==> config.mk <==
export PLATFORM = sky130hd
export DESIGN_NAME = sio_cfg_decoder
export DESIGN_NICKNAME = d
export VERILOG_FILES = /design/src/rtl/sio_cfg_pkg.sv /design/src/rtl/sio_cfg_regfile.sv /design/src/rtl/sio_cfg_decode.sv /design/src/rtl/sio_cfg_decoder.sv
export SDC_FILE = /design/constraint.sdc
export NUM_CORES = 1
export LEC_CHECK = 0
export ABC_AREA = 0
export CAP_MARGIN = 10
export CORE_AREA = 2 2 191 193
export DETAILED_ROUTE_END_ITERATION = 10
export DIE_AREA = 0 0 193 195
export PLACE_DENSITY = 0.76
export SYNTH_ARGS = -nofsm -noshare
export SYNTH_HDL_FRONTEND = slang
export SYNTH_HIERARCHICAL = 1
export SYNTH_SLANG_ARGS = --single-unit
==> constraint.sdc <==
create_clock -name clk -period 4.2 [get_ports clk]
set_input_delay 1.26 -clock clk [delete_from_list [all_inputs] [get_ports clk]]
set_output_delay 1.26 -clock clk [all_outputs]
set_load 0.05 [all_outputs]
==> src/rtl/sio_cfg_pkg.sv <==
package sio_cfg_pkg;
  localparam int REG_W  = 8;
  localparam int BASE_W = REG_W + 2;

  localparam logic [REG_W-1:0] IX_CTRL0  = 8'h00;
  localparam logic [REG_W-1:0] IX_CTRL1  = 8'h01;
  localparam logic [REG_W-1:0] IX_PMODE  = 8'h04;
  localparam logic [REG_W-1:0] IX_FIFO   = 8'h0A;
  localparam logic [REG_W-1:0] IX_FLOPPY = 8'h20;
  localparam logic [REG_W-1:0] IX_IDE_P  = 8'h21;
  localparam logic [REG_W-1:0] IX_IDE_S  = 8'h22;
  localparam logic [REG_W-1:0] IX_PAR    = 8'h23;
  localparam logic [REG_W-1:0] IX_SER0   = 8'h24;
  localparam logic [REG_W-1:0] IX_SER1   = 8'h25;
  localparam logic [REG_W-1:0] IX_DMA    = 8'h26;
  localparam logic [REG_W-1:0] LOCK_TOP  = 8'h0F;

  // Bits a data-port write may change.
  function automatic logic [REG_W-1:0] wr_mask(input int ix);
    case (ix)
      int'(IX_CTRL0): wr_mask = 8'h8B;
      int'(IX_CTRL1): wr_mask = 8'h8C;
      int'(IX_FIFO):  wr_mask = 8'h0F;
      default:        wr_mask = 8'hFF;
    endcase
  endfunction

  function automatic logic [REG_W-1:0] rst_val(input int ix);
    case (ix)
      int'(IX_CTRL1): rst_val = 8'h80;
      int'(IX_IDE_P): rst_val = 8'h3C;
      int'(IX_IDE_S): rst_val = 8'h3D;
      default:        rst_val = 8'h00;
    endcase
  endfunction
endpackage

==> src/rtl/sio_cfg_regfile.sv <==
module sio_cfg_regfile
  import sio_cfg_pkg::*;
#(
  parameter int NUM_REGS = 48
) (
  input  logic             clk,
  input  logic             rst_n,
  input  logic             cfg_mode,
  input  logic             acc_wr,
  input  logic             acc_rd,
  input  logic             acc_sel,
  input  logic [REG_W-1:0] acc_wdata,
  output logic [REG_W-1:0] acc_rdata,
  output logic [REG_W-1:0] regs_q [NUM_REGS]
);
  logic [REG_W-1:0] idx_q;
  logic [REG_W-1:0] sel_val;
  logic             locked;
  logic             data_wr;

  assign locked  = ~regs_q[int'(IX_CTRL1)][7];
  assign data_wr = cfg_mode & acc_wr & acc_sel;

  always_ff @(posedge clk or negedge rst_n) begin
    if (!rst_n)                           idx_q <= '0;
    else if (cfg_mode & acc_wr & ~acc_sel) idx_q <= acc_wdata;
  end

  for (genvar i = 0; i < NUM_REGS; i++) begin : g_reg
    localparam logic [REG_W-1:0] MASK = wr_mask(i);
    localparam bit LOW = (i <= int'(LOCK_TOP));
    logic hit;
    assign hit = data_wr && (idx_q == REG_W'(i)) && !(LOW && locked);
    always_ff @(posedge clk or negedge rst_n) begin
      if (!rst_n)   regs_q[i] <= rst_val(i);
      else if (hit) regs_q[i] <= (regs_q[i] & ~MASK) | (acc_wdata & MASK);
    end
  end

  always_comb begin
    sel_val = '0;
    for (int i = 0; i < NUM_REGS; i++)
      if (idx_q == REG_W'(i)) sel_val = regs_q[i];
  end

  always_comb begin
    if (!(cfg_mode && acc_rd)) acc_rdata = '0;
    else if (acc_sel)          acc_rdata = sel_val;
    else                       acc_rdata = idx_q;
  end

  AST_LOCK_HOLDS: assert property (@(posedge clk) disable iff (!rst_n)
    (data_wr && idx_q <= LOCK_TOP && locked) |=> $stable(sel_val));

  AST_LOCK_STICKY: assert property (@(posedge clk) disable iff (!rst_n)
    locked |=> locked);

  AST_IDX_FROZEN: assert property (@(posedge clk) disable iff (!rst_n)
    !cfg_mode |=> $stable(idx_q));

  AST_CTRL0_KEEP: assert property (@(posedge clk) disable iff (!rst_n)
    (data_wr && idx_q == IX_CTRL0) |=>
      ((regs_q[0] & 8'h74) == $past(regs_q[0] & 8'h74)));

  AST_OOR_ZERO: assert property (@(posedge clk) disable iff (!rst_n)
    (cfg_mode && acc_rd && acc_sel && idx_q >= REG_W'(NUM_REGS)) |-> acc_rdata == '0);
endmodule

==> src/rtl/sio_cfg_decode.sv <==
module sio_cfg_decode
  import sio_cfg_pkg::*;
(
  input  logic [REG_W-1:0]  ctrl0,
  input  logic [REG_W-1:0]  ctrl1,
  input  logic [REG_W-1:0]  pmode,
  input  logic [REG_W-1:0]  fifo,
  input  logic [REG_W-1:0]  floppy,
  input  logic [REG_W-1:0]  ide_p,
  input  logic [REG_W-1:0]  ide_s,
  input  logic [REG_W-1:0]  par,
  input  logic [REG_W-1:0]  dma,
  input  logic [REG_W-1:0]  ser   [2],
  output logic              fdc_en,
  output logic [BASE_W-1:0] fdc_base,
  output logic [1:0]        uart_en,
  output logic [BASE_W-1:0] uart_base [2],
  output logic              lpt_en,
  output logic [BASE_W-1:0] lpt_base,
  output logic              lpt_ext,
  output logic              lpt_epp,
  output logic              lpt_ecp,
  output logic [3:0]        lpt_fifo_thr,
  output logic              ide_en,
  output logic [BASE_W-1:0] ide_pri_base,
  output logic [BASE_W-1:0] ide_sec_base,
  output logic [3:0]        fdc_dma,
  output logic [3:0]        lpt_dma
);
  logic [REG_W-1:0] par_eff;
  logic             unused_bits;

  assign fdc_en   = |floppy[7:6];
  assign fdc_base = {floppy, 2'b00};

  for (genvar u = 0; u < 2; u++) begin : g_ser
    assign uart_en[u]   = |ser[u][7:6];
    assign uart_base[u] = {ser[u], 2'b00};
  end

  assign par_eff  = {par[7:1], par[0] & ~pmode[0]};
  assign lpt_en   = ctrl1[2] && (par >= 8'h40);
  assign lpt_base = {par_eff, 2'b00};

  assign lpt_ext = ~ctrl1[3];
  assign lpt_epp = ~ctrl1[3] & pmode[0];
  assign lpt_ecp = ~ctrl1[3] & pmode[1];
  assign lpt_fifo_thr = fifo[3:0];

  assign ide_en       = (ctrl0[1:0] == 2'b10);
  assign ide_pri_base = {ide_p[7:2], 4'b0000};
  assign ide_sec_base = {ide_s[7:2], 4'b0110};

  assign fdc_dma = dma[7:4];
  assign lpt_dma = dma[3:0];

  assign unused_bits = ^{ctrl0[7:2], ctrl1[7:4], ctrl1[1:0], pmode[7:2],
                         fifo[7:4], ide_p[1:0], ide_s[1:0]};
endmodule

==> src/rtl/sio_cfg_decoder.sv <==
module sio_cfg_decoder
  import sio_cfg_pkg::*;
#(
  parameter int NUM_REGS = 48
) (
  input  logic        clk,
  input  logic        rst_n,
  input  logic        cfg_mode,
  input  logic        acc_wr,
  input  logic        acc_rd,
  input  logic        acc_sel,
  input  logic [7:0]  acc_wdata,
  output logic [7:0]  acc_rdata,
  output logic        fdc_en,
  output logic [9:0]  fdc_base,
  output logic [1:0]  uart_en,
  output logic [9:0]  uart0_base,
  output logic [9:0]  uart1_base,
  output logic        lpt_en,
  output logic [9:0]  lpt_base,
  output logic        lpt_ext,
  output logic        lpt_epp,
  output logic        lpt_ecp,
  output logic [3:0]  lpt_fifo_thr,
  output logic        ide_en,
  output logic [9:0]  ide_pri_base,
  output logic [9:0]  ide_sec_base,
  output logic [3:0]  fdc_dma,
  output logic [3:0]  lpt_dma
);
  logic [REG_W-1:0]  regs_q [NUM_REGS];
  logic [REG_W-1:0]  ser    [2];
  logic [BASE_W-1:0] ubase  [2];

  sio_cfg_regfile #(.NUM_REGS(NUM_REGS)) u_regs (
    .clk(clk), .rst_n(rst_n), .cfg_mode(cfg_mode), .acc_wr(acc_wr),
    .acc_rd(acc_rd), .acc_sel(acc_sel), .acc_wdata(acc_wdata),
    .acc_rdata(acc_rdata), .regs_q(regs_q)
  );

  assign ser[0] = regs_q[int'(IX_SER0)];
  assign ser[1] = regs_q[int'(IX_SER1)];
  assign uart0_base = ubase[0];
  assign uart1_base = ubase[1];

  sio_cfg_decode u_dec (
    .ctrl0(regs_q[int'(IX_CTRL0)]), .ctrl1(regs_q[int'(IX_CTRL1)]),
    .pmode(regs_q[int'(IX_PMODE)]), .fifo(regs_q[int'(IX_FIFO)]),
    .floppy(regs_q[int'(IX_FLOPPY)]), .ide_p(regs_q[int'(IX_IDE_P)]),
    .ide_s(regs_q[int'(IX_IDE_S)]), .par(regs_q[int'(IX_PAR)]),
    .dma(regs_q[int'(IX_DMA)]), .ser(ser),
    .fdc_en(fdc_en), .fdc_base(fdc_base), .uart_en(uart_en), .uart_base(ubase),
    .lpt_en(lpt_en), .lpt_base(lpt_base), .lpt_ext(lpt_ext), .lpt_epp(lpt_epp),
    .lpt_ecp(lpt_ecp), .lpt_fifo_thr(lpt_fifo_thr), .ide_en(ide_en),
    .ide_pri_base(ide_pri_base), .ide_sec_base(ide_sec_base),
    .fdc_dma(fdc_dma), .lpt_dma(lpt_dma)
  );
endmodule

==> key figures <==
Critical path
  • R2R cell count: 6
  • CP cell instances: buf_6 > buf_12 > bufbuf_16 > nand3b_1 > a2bb2oi_1 > nor2_2 > nor4_2 > buf_4 > nor4_4 > nor4_2 > buf_4 > buf_12
  • Setup CP Type: reg2out
  • Flop2flop setup slack: 1240 ps
  • Top delay family on crit path: buffers and inverters
  • Buffers & Inverters on Critical Path: 6
  • Arrival time at the worst endpoint: 3400 ps
  • CP max stage delay: between 500 and 600 ps
  • Critical Path Start Type: flip-flop
  • Slowest stage cell on the critical path: dfrtp_4
  • CP endpoint kind: output port
  • Critical Path Fanout Max: 9
  • CP required: about 3000 ps
  • Worst R2R End: u_regs/regs_q[335]
  • Worst r2r src: u_regs/idx_q[5]

Global route
  • Initial antenna violation count: 3
  • Overall routing resource usage: between 30% and 40%
  • GR Overflow Total: 0
  • Vias in the first global route: 16.3k
  • First-pass GRT wire length: 109000 um
  • Largest net degree at the start of global routing: 101

CTS
  • Cts bufs inserted: 41
  • H-tree depth: 2
  • CTS tree: built
  • CTS max path bufs: 3
  • Root Driver: clkbuf_16
  • Hold buffers post-CTS: 0
  • Worst-Skew Late Latency: 580 ps
  • # clock sinks: 379
  • Clock transition at path regs: approximately 60 ps

STA
  • Final setup margin: -456 ps
  • Final setup violation count: 8
  • Final hold violations: 0
  • Fin. max-slew vios: 0
  • RSZ-0062 raised after global routing: true
  • Fmax: 215 MHz
  • Worst-Margin Slew: 1160 ps
  • Period utilisation layout: 111%
  • Tmin final: 4660 ps
  • Clock skew: roughly 34 ps
  • Slew Limit Headroom: about 22%

Power and ir drop
  • PwrDens: 420 mW/mm^2
  • Sw Share: 32.2%
  • Leakage: 0.0117 uW
  • Power share of the clock group: about a third
  • Peak supply drop: 351 uV
  • Sw Pwr: about 3400 uW
  • Sequential Power Share: 37.7%
  • Internal power: 7060 uW
  • Comb power frac: 27.9%
  • Total power: 10400 uW

Layout
  • Most frequent cells in the layout: 388 x mux2_2, 365 x dfrtp_1, 235 x buf_4
  • Fillers: 2442
  • Layout Nets: 1930
  • Fin area: 0.0248 sq mm
  • Area growth syn-to-layout: 26.6%
  • Final Instance Count excl. Fillers: around 2.4k
  • Commonest non-fill, non-tap cell in the layout: mux2_2
  • Layout cells sized above 1: 47.6%

Outcome
  • Failing checks: setup timing
  • Outcome: finished with violations

Worst hold path
  • Worst Hold Depth: 1
  • Hold Path Class: reg2reg
  • Hold EP: u_regs/regs_q[364]
  • Worst hold start: u_regs/regs_q[364]

Floorplanning
  • I/O pins: 102
  • Die height: 195 um
  • Starting density of the core: a little under three fifths
  • Cell Rows: 69
  • Core area: 0.0354 sq mm
  • Die ar.: 0.0376 sq mm
  • Die width: 193 um

Placement
  • DP Area: between 0.02 and 0.025 sq mm
  • Port Buffers: 85
  • Routability cong.: approximately 1.0
  • Dpl hpwl: 50300 um
  • Placed cell count: 2280

Drt
  • WL per Instance: 30.7 um
  • Drt first-iter violations: 2282
  • Detailed-route DRC error count: 0
  • Final antenna-violating net count: 0
  • Drt via density: ~6.8
  • Vias: 16.4k
  • Post-Route WL: 74000 um
  • DRT Pass-1 Iters: 6

Job
  • Number of max-cap violations: 0

Synthesis
  • Syn Area/Cell: approximately 12 sq um
  • Synth Warn #: 6
  • Cells after synthesis: 1683
  • Post-Syn Area: 0.0196 sq mm
==> repair_timing <==
item / CTS / global route
endpoints found under the setup margin: 8 / 8
buffers inserted: 37 / 14
gates cloned: 6 / 1
pin swaps: 51 / 43
resized for setup: 146 / 74
==> state kept, by name (all words and copies together), names as in the netlist <==
name	cells
u_regs/idx_q	8
u_regs/regs_q	371
==> worst max path at each step <==
stage                    startpoint  slack [ps]            to  depth (start not counted)
floorplan                  cfg_mode        -140  acc_rdata[7]                          7
global placement             acc_rd        -410  acc_rdata[7]                          9
detailed placement           acc_rd        -540  acc_rdata[7]                          9
CTS                 u_regs/idx_q[0]        -340  acc_rdata[7]                         12
global route        u_regs/idx_q[1]        -470  acc_rdata[6]                         12
finish              u_regs/idx_q[1]        -460  acc_rdata[6]                         12
==> power groups by stage <==
stage	logic [uW]	registers (uW)	clock network [uW]
floorplan	1230	3920	0
global placement	2220	3990	0
detailed placement	2230	4000	0
CTS	2650	3910	3620
global route	2970	3930	3770
finish	2910	3920	3580
==> through the flow <==
step           hold slack [ps]  TNS [ps]  utilization, %  setup WS, ps
6_report                   495     -2740            70.1          -456
5_1_grt                    511     -3050            70.0          -466
4_1_cts                    498     -2390            68.8          -339
3_5_place_dp               485     -1520            61.9          -540
3_3_place_gp               476     -1220            61.9          -406
2_1_floorplan              451      -138               -          -138
==> cell type report <==
type,count,area [sq um],area share [%]
inverter,10,42.5,0.172
clock buffer,65,1230,4.95
clock inverter,9,90.1,0.363
tap,461,577,2.33
antenna,2,5.00,0.0202
timing repair buffer,371,3550,14.3
sequential,379,9510,38.3
multi-input combinational,1113,9800,39.5
==> metal layers <==
metal	share of wire (%)	routed length (um)	track usage, %
met1	40	29400	55.9
met2	42	31400	56.2
met3	12	8890	11.0
met4	5.8	4290	18.9
met5	0.023	17	0
Note: power is estimated with default switching activity, not from simulation.
